==> config.mk <==
export PLATFORM = sky130hd
export DESIGN_NAME = uart_irq_prio
export DESIGN_NICKNAME = d
export VERILOG_FILES = /design/src/rtl/uart_irq_pkg.sv /design/src/rtl/irq_char_timeout.sv /design/src/rtl/irq_thre_latch.sv /design/src/rtl/irq_prio_enc.sv /design/src/rtl/uart_irq_prio.sv
export SDC_FILE = /design/constraint.sdc
export NUM_CORES = 1
export LEC_CHECK = 0
export CAP_MARGIN = 20
export CORE_AREA = 5 5 42 44
export DETAILED_ROUTE_END_ITERATION = 12
export DIE_AREA = 0 0 47 49
export DONT_BUFFER_PORTS = 1
export PLACE_DENSITY = 0.47
export SLEW_MARGIN = 10
export SYNTH_ARGS = -nofsm -noshare
export SYNTH_HDL_FRONTEND = slang
export SYNTH_SLANG_ARGS = --single-unit
==> constraint.sdc <==
create_clock -name clk -period 2.14 [get_ports clk]
set_input_delay 0.321 -clock clk [delete_from_list [all_inputs] [get_ports clk]]
set_output_delay 0.321 -clock clk [all_outputs]
set_load 0.005 [all_outputs]
==> src/rtl/uart_irq_pkg.sv <==
// Package: shared codes and enable-bit positions for the UART interrupt block.
// Assumes: a 4-bit identification code whose bit 0 is low when an interrupt is pending.
package uart_irq_pkg;

    typedef enum logic [3:0] {
        IID_NONE    = 4'b0001,
        IID_LINE    = 4'b0110,
        IID_RXDATA  = 4'b0100,
        IID_TIMEOUT = 4'b1100,
        IID_THRE    = 4'b0010,
        IID_MODEM   = 4'b0000
    } iid_code_e;

    localparam int NUM_SRC   = 4;
    localparam int EN_RXDATA = 0;
    localparam int EN_THRE   = 1;
    localparam int EN_LINE   = 2;
    localparam int EN_MODEM  = 3;

endpackage

==> src/rtl/irq_char_timeout.sv <==
// Character-timeout detector. It counts character-time ticks while the receive
// FIFO holds data and no character moves in or out. The output goes high once
// LIMIT ticks have passed.
// Assumes: char_tick is a one-cycle pulse; the count restarts on a push, a pop,
// an empty FIFO, or when FIFO mode is off.
module irq_char_timeout #(
    parameter int LIMIT = 4
) (
    input  logic clk,
    input  logic rst_n,
    input  logic fifo_mode,
    input  logic rx_nonempty,
    input  logic rx_push,
    input  logic rx_pop,
    input  logic char_tick,
    output logic timeout_pend
);
    localparam int CW = $clog2(LIMIT + 1);
    localparam logic [CW-1:0] LIM = CW'(LIMIT);

    logic [CW-1:0] tick_cnt;
    logic          restart;

    // Any receive activity, an empty FIFO or character mode restarts the count.
    assign restart = !fifo_mode || !rx_nonempty || rx_push || rx_pop;

    // Count ticks up to the limit, then hold there.
    always_ff @(posedge clk) begin
        if (!rst_n || restart)
            tick_cnt <= '0;
        else if (char_tick && tick_cnt != LIM)
            tick_cnt <= tick_cnt + 1'b1;
    end

    assign timeout_pend = (tick_cnt == LIM);

    // The timeout never stays pending across a cycle in character mode.
    assert_timeout_fifo_only_R4: assert property (@(posedge clk) disable iff (!rst_n)
        !fifo_mode |=> !timeout_pend);

endmodule

==> src/rtl/irq_thre_latch.sv <==
// Transmit-empty latch. It sets on the rising edge of the empty condition and
// clears on a holding-register write or on an identification read that shows
// the transmit-empty code.
// Assumes: the empty condition is treated as high during reset, so a buffer that
// is already empty at reset does not raise a request.
module irq_thre_latch (
    input  logic clk,
    input  logic rst_n,
    input  logic tx_empty,
    input  logic tx_write,
    input  logic read_clear,
    output logic thre_pend
);
    logic empty_d;

    // Keep the previous empty level for edge detection.
    always_ff @(posedge clk) begin
        if (!rst_n) empty_d <= 1'b1;
        else        empty_d <= tx_empty;
    end

    // A write clears first, a new rise sets next, then a read clears.
    always_ff @(posedge clk) begin
        if (!rst_n)                    thre_pend <= 1'b0;
        else if (tx_write)             thre_pend <= 1'b0;
        else if (tx_empty && !empty_d) thre_pend <= 1'b1;
        else if (read_clear)           thre_pend <= 1'b0;
    end

    // A holding-register write always leaves the latch clear.
    assert_write_clears_thre_R7: assert property (@(posedge clk) disable iff (!rst_n)
        tx_write |=> !thre_pend);

endmodule

==> src/rtl/irq_prio_enc.sv <==
// Priority encoder. It picks the most urgent enabled source and gives its code.
// Assumes: all inputs are level conditions valid during the current cycle.
module irq_prio_enc
    import uart_irq_pkg::*;
(
    input  logic [NUM_SRC-1:0] src_en,
    input  logic               line_err,
    input  logic               rx_ready,
    input  logic               timeout_pend,
    input  logic               thre_pend,
    input  logic               modem_chg,
    output iid_code_e          code,
    output logic               pending
);
    // Walk the ladder from the most urgent source down.
    always_comb begin
        if (src_en[EN_LINE] && line_err)            code = IID_LINE;
        else if (src_en[EN_RXDATA] && rx_ready)     code = IID_RXDATA;
        else if (src_en[EN_RXDATA] && timeout_pend) code = IID_TIMEOUT;
        else if (src_en[EN_THRE] && thre_pend)      code = IID_THRE;
        else if (src_en[EN_MODEM] && modem_chg)     code = IID_MODEM;
        else                                        code = IID_NONE;
    end

    // A request exists whenever some enabled source is active.
    always_comb begin
        pending = (src_en[EN_LINE] && line_err) || (src_en[EN_RXDATA] && (rx_ready || timeout_pend))
               || (src_en[EN_THRE] && thre_pend) || (src_en[EN_MODEM] && modem_chg);
    end

endmodule

==> src/rtl/uart_irq_prio.sv <==
// Top of the UART interrupt controller. It ranks the enabled sources, latches
// transmit-empty and counts the character timeout, then registers the
// interrupt request and the identification code on the same edge.
// Assumes: synchronous active-low reset; iid_rd is a one-cycle read strobe that
// refers to the code currently on iid.
module uart_irq_prio
    import uart_irq_pkg::*;
#(
    parameter int TIMEOUT_CHARS = 4
) (
    input  logic               clk,
    input  logic               rst_n,
    input  logic               fifo_mode,
    input  logic [NUM_SRC-1:0] src_en,
    input  logic               line_err,
    input  logic               rx_ready,
    input  logic               rx_nonempty,
    input  logic               rx_push,
    input  logic               rx_pop,
    input  logic               char_tick,
    input  logic               tx_empty,
    input  logic               tx_write,
    input  logic               modem_chg,
    input  logic               iid_rd,
    output logic               irq,
    output logic [3:0]         iid
);
    logic      timeout_pend;
    logic      thre_pend;
    logic      read_clear;
    logic      pend_c;
    iid_code_e code_c;
    iid_code_e iid_q;
    logic      irq_q;

    irq_char_timeout #(.LIMIT(TIMEOUT_CHARS)) u_timeout (
        .clk(clk), .rst_n(rst_n), .fifo_mode(fifo_mode), .rx_nonempty(rx_nonempty),
        .rx_push(rx_push), .rx_pop(rx_pop), .char_tick(char_tick), .timeout_pend(timeout_pend)
    );

    // A read clears transmit-empty only while its code is on display.
    assign read_clear = iid_rd && (iid_q == IID_THRE);

    irq_thre_latch u_thre (
        .clk(clk), .rst_n(rst_n), .tx_empty(tx_empty), .tx_write(tx_write),
        .read_clear(read_clear), .thre_pend(thre_pend)
    );

    irq_prio_enc u_enc (
        .src_en(src_en), .line_err(line_err), .rx_ready(rx_ready), .timeout_pend(timeout_pend),
        .thre_pend(thre_pend), .modem_chg(modem_chg), .code(code_c), .pending(pend_c)
    );

    // Register the request and the code together so they never disagree.
    always_ff @(posedge clk) begin
        if (!rst_n) begin
            irq_q <= 1'b0;
            iid_q <= IID_NONE;
        end else begin
            irq_q <= pend_c;
            iid_q <= code_c;
        end
    end

    assign irq = irq_q;
    assign iid = iid_q;

    // The request line and the pending bit of the code always agree.
    assert_irq_code_agree_R10: assert property (@(posedge clk) disable iff (!rst_n)
        irq_q == (iid_q != IID_NONE));

    // An enabled line error is reported first on the following edge.
    assert_line_first_R2: assert property (@(posedge clk) disable iff (!rst_n)
        (src_en[EN_LINE] && line_err) |=> (iid_q == IID_LINE));

    // With every enable off, no request is raised.
    assert_masked_quiet_R10: assert property (@(posedge clk) disable iff (!rst_n)
        (src_en == '0) |=> !irq_q);

    // An enabled modem change is never left unreported.
    assert_modem_seen_R8: assert property (@(posedge clk) disable iff (!rst_n)
        (src_en[EN_MODEM] && modem_chg) |=> irq_q);

endmodule

# Word-level counts from Yosys, hierarchy flattened
# Cells that the tools add are included.
word_totals:
  reg_bits: 10
  input_bits: 17
  output_inout_bits: 5
  wordCells: 42
op_classes:
  add_sub_neg: 1
  n_eq_ne: 3
  mux: 7
  bitwise_logic: 1
  reduce_logical: 24
op_table:
  columns: ["op", "count"]
  rows:
  - ["1-bit logical AND", 9]
  - ["1-bit logical OR", 8]
  - ["4-bit 2-to-1 mux", 2]
  - ["3-bit 2-to-1 mux", 2]
  - ["4-bit by 2-bit equality test with 1-bit output (second input constant)", 1]
  - ["1-bit logical NOT", 4]
  - ["3-bit by 1-bit adder with 3-bit output (second input constant)", 1]
  - ["3-bit equality test (second input constant)", 1]
  - ["1-bit 2-to-1 mux", 3]
  - ["3-bit != test (second input constant)", 1]
  - ["3-bit OR reduction", 1]
  - ["2-bit nonzero test", 1]
  - ["2-bit OR reduction", 1]
  - ["1-bit NOT", 1]

# Longest topological paths before layout
depth:
  depth_word: 6
  ltp_mapped: 5
  depth_no_buf: 5

# Hierarchy
# Synthesis repeated with hierarchy kept, for this count alone.
unflattened:
  hier_cells: 45
  hier_area_um2: 452.9
by_module_without_submodules:
  columns: ["module", "n_inst", "cells_per_inst", "area_each_um2", "seq_area_each_um2"]
  rows:
  - ["irq_char_timeout", 1, 18, 167.7, 60.1]
  - ["uart_irq_prio", 1, 12, 147.6, 100.1]
  - ["irq_thre_latch", 1, 7, 81.3, 40.0]
  - ["irq_prio_enc", 1, 8, 56.3, 0.0]

# Least setup slack after synthesis
# OpenSTA, ideal clock, no wires.
synth_timing:
  path_kind: "register to register"
  startpoint: "reg u_timeout.tick_cnt[0]"
  endpoint: "reg u_timeout.tick_cnt[1]"
  setup_time_ps: 116
  arrival_ps: 1144
  required_time_ps: 2024
  setup_slack_ps: 879
  stages_incl_launch_ff: 6
  n_path_buf: 0
  synth_period_minus_slack_ps: 1261
  cell_sequence: "dfxtp_1 -> inv_1 -> ha_1 -> a21boi_0 -> mux2i_1 -> nor2_1"
synth_between:
  elab_chain_cells: 2
  word_cells_on_any_way: 3
  classes_between: "1 x add/sub; 1 x eq/ne; 1 x reduce/logical"
synth_rtl:
  columns: ["item", "line_no", "source"]
  rows:
  - ["start: declaration", "irq_char_timeout.sv:21", "logic [CW-1:0] tick_cnt;"]
  - ["start signal: assignment", "irq_char_timeout.sv:32", "tick_cnt <= tick_cnt + 1'b1;"]
  - ["parallel branches: the longest is 2 deep, another holds 3-bit by 1-bit adder with 3-bit output", null, null]
# Parallel ways; which one is timed is not known.
# A chain may end at the register's enable or synchronous reset.

# Worst setup path after layout
# Same ends and word-level chain as after synthesis.

==> summary.md <==
## Routing
• 13.1 um — mean routed wirelength per cell
• met4 — highest routed layer
• 420 um — Met2 Routed Length
• 0 — DRC violation count after routing
• 3 — Iteration-0 DRC Markers
• 0 — remaining antenna violation count after routing
• 2 — router iterations before antenna repair
• 318 — via count of the routed design
• 840 um — Final Routed Wirelength
• 4.97 — Via density
• 291 um — routed metal-1 wirelength
• 115 um — met3 wirelength from detailed routing

## Layout
• 13.6% — post-synthesis to final-layout area growth
• 0 — Ant. Diodes
• 68 — Nets
• 8.33% — fraction of layout instances using a drive strength above 1
• 33.5% — Final Core Density

## Global route
• 0 — total congestion overflow after global routing
• 7 — largest net degree at the start of global routing
• 1.41 mm — wire length of the first global-routing pass
• 8.91% — Total Routing Usage GR
• 362 — number of global-route vias before repair
• 0 — number of antenna violations at the first check in global routing

## Logic synthesis
• 0% — async set-reset flop share out of synthesis
• 44 — cell count after synthesis
• 413 um^2 — synthesized cell area
• dfxtp_1, inv_1, nand2_1, nor2_1 — leading cell types by count after synthesis
• 48.5% — sequential-to-total area share from yosys stat
• 0 — number of flops mapped to enable cells by yosys
• 24 — Distinct cells, synth
• 48.5% — fraction of synthesized cell area taken by the top area cell type
• dfxtp_1 — library cell occupying the most area in the post-synthesis netlist
• dfxtp_1 — Top FF cell, synth
• 9.38 um^2 — mean area per synthesized cell
• dfxtp_1 — cell with the most instances after synthesis
• 10 — FF+latch count, synth
• dfxtp_1, ha_1, inv_1 — leading cell types by total area after synthesis
• 0 — total number of yosys warnings
• 63 — syn_nets

## STA
• 63.3% — Period Utilization, post-route
• 74.8% — worst max-slew margin expressed relative to the limit
• 1.35 ns — min Tclk post-route
• 0 — Slew Limit Fails
• 0 ns — Final TNS setup
• 0 — number of hold violations in the final report
• 739 MHz — f_max
• 0.00207 ns — clock skew
• 0 — total setup violations reported at the end of the flow
• 0.375 ns — Worst Max-Slew Pin Slew
• false — unrepaired setup endpoints after global routing

## Setup path
• reg2reg — category of the critical setup timing path
• flop — Worst setup EP type
• u_timeout.tick_cnt[1] — capture point of the worst path
• 2.29 ns — worst endpoint required time
• u_timeout.tick_cnt[1] — worst reg2reg endpoint
• 0.79 ns — worst-case register-to-register setup slack
• u_timeout.tick_cnt[0] — startpoint of the most critical setup path
• 3 — Crit Path Max Fanout
• 5 — number of cell instances on the worst register-to-register path
• u_timeout.tick_cnt[0] — r2r startpoint
• 1.51 ns — arrival time worst endpoint
• flop — Critical Path Start Type

## Clock tree
• done — clock tree from TritonCTS
• 10 — clock sinks
• 0 — buffers inserted during post-CTS setup optimization
• 0 — Hold Buf Count CTS
• 2 — buffer levels on the longest clock path
• 0 — CTS resizes
• clkbuf_4 — clock root buffer master
• 0.26 ns — worst-skew pair later-pin latency
• 0.06 ns — clock-pin slew reported for the worst setup and hold paths after clock tree synthesis
• 1 — H-tree levels
• 3 — CTS Buf Count

## Die
• 1400 um^2 — Core ar.
• 29.5% — Initial Utilization
• 22 — number of placed I/O pins
• 14 — Rows
• 47 um — chip width
• 49 um — Die Y-Extent
• 2300 um^2 — full die area

## Power and ir drop
• 0.181 nW — leakage power of the design
• 0.304 mW — internal power summed over all cells
• 19.8% — switching power as a share of total power
• 808 nW/um^2 — Power Dens Cells
• 4.3% — combinational share of power
• 0.379 mW — total design power
• 51.8% — Seq pwr share
• 43.8% — Clk pwr share
• 0.0751 mW — switching power of the nets
• 0.257 mV — maximum VDD drop

## Min path
• in2reg — worst min path class

## Run status
• finished, final reports clean — outcome

## Run
• 0 — Max-Cap Viols

## Placed design
• 0.669 — gp weighted congestion
• 0 — number of input and output port buffers inserted

## through the flow
stage / cells / hold slack, ns / setup WS, ns / area, um^2
after floorplan: 44 / 0.394 / 0.879 / 413
after global placement: 60 / 0.396 / 0.810 / 433
after detailed placement: 60 / 0.399 / 0.783 / 433
after CTS: 64 / 0.106 / 0.773 / 469
after global routing: 64 / 0.0960 / 0.622 / 469
final: 64 / 0.121 / 0.786 / 469
## final cells by class
cell class	instances	area (um^2)
Clock buffer	4	36.3
Fill cell	159	932
Inverter	4	15.0
Multi-Input combinational cell	30	198
Sequential cell	10	200
Tap cell	16	20.0
## layout by cell type (no fill, tap or decap), types with 2 or more instances in the layout
cell       n
a21oi_1    2
clkbuf_4   3
dfxtp_1   10
ha_1       2
inv_1      4
nand2_1    3
nand2b_1   2
nor2_1     3
o21ai_0    2
## worst max-delay path, cell delays in order (launching register included)
cell and delay [ns]:
dfxtp_1 0.37, inv_1 0.06, ha_1 0.20, a21boi_0 0.34
mux2i_1 0.23, nor2_1 0.05
## registers in the layout (all words and copies together), names as in the netlist
register,cells
u_thre.thre_pend,1
iid,4
irq,1
u_thre.empty_d,1
u_timeout.tick_cnt,3
## metal layers
| metal | track usage, % | vias up |
|---|---|---|
| met5 | 0 | - |
| li1 | - | 163 |
| met3 | 7.01 | 2 |
| met2 | 13.1 | 12 |
| met4 | 5.53 | 0 |
| met1 | 8.24 | 141 |
## worst min-delay path by stage
stage,depth (start not counted),startpoint,to,slack (ns)
3_3_place_gp,1,tx_write,u_thre.thre_pend,0.40
6_report,1,tx_write,u_thre.thre_pend,0.12
3_5_place_dp,1,tx_write,u_thre.thre_pend,0.40
2_1_floorplan,1,tx_write,u_thre.thre_pend,0.39
5_1_grt,1,tx_write,u_thre.thre_pend,0.1
4_1_cts,1,tx_write,u_thre.thre_pend,0.11
## power by group through the flow
stage / logic, mW / registers (mW) / clock network (mW)
final: 0.0164 / 0.197 / 0.166
after global routing: 0.0191 / 0.197 / 0.187
after CTS: 0.0167 / 0.197 / 0.177
after detailed placement: 0.0166 / 0.201 / 0
after global placement: 0.0165 / 0.201 / 0
after floorplan: 0.0140 / 0.200 / 0
## kinds of logic after synthesis
family / share of synthesized area (%)
XOR/XNOR: 2.12
flip-flops: 48.5
buffers and inverters: 3.64
AND/OR/NAND/NOR: 20.9
adder cells (fa/ha/maj): 6.06
AO/OA/AOI/OAI: 16.4
multiplexers: 2.42
Power figures use the tool's default switching activity.
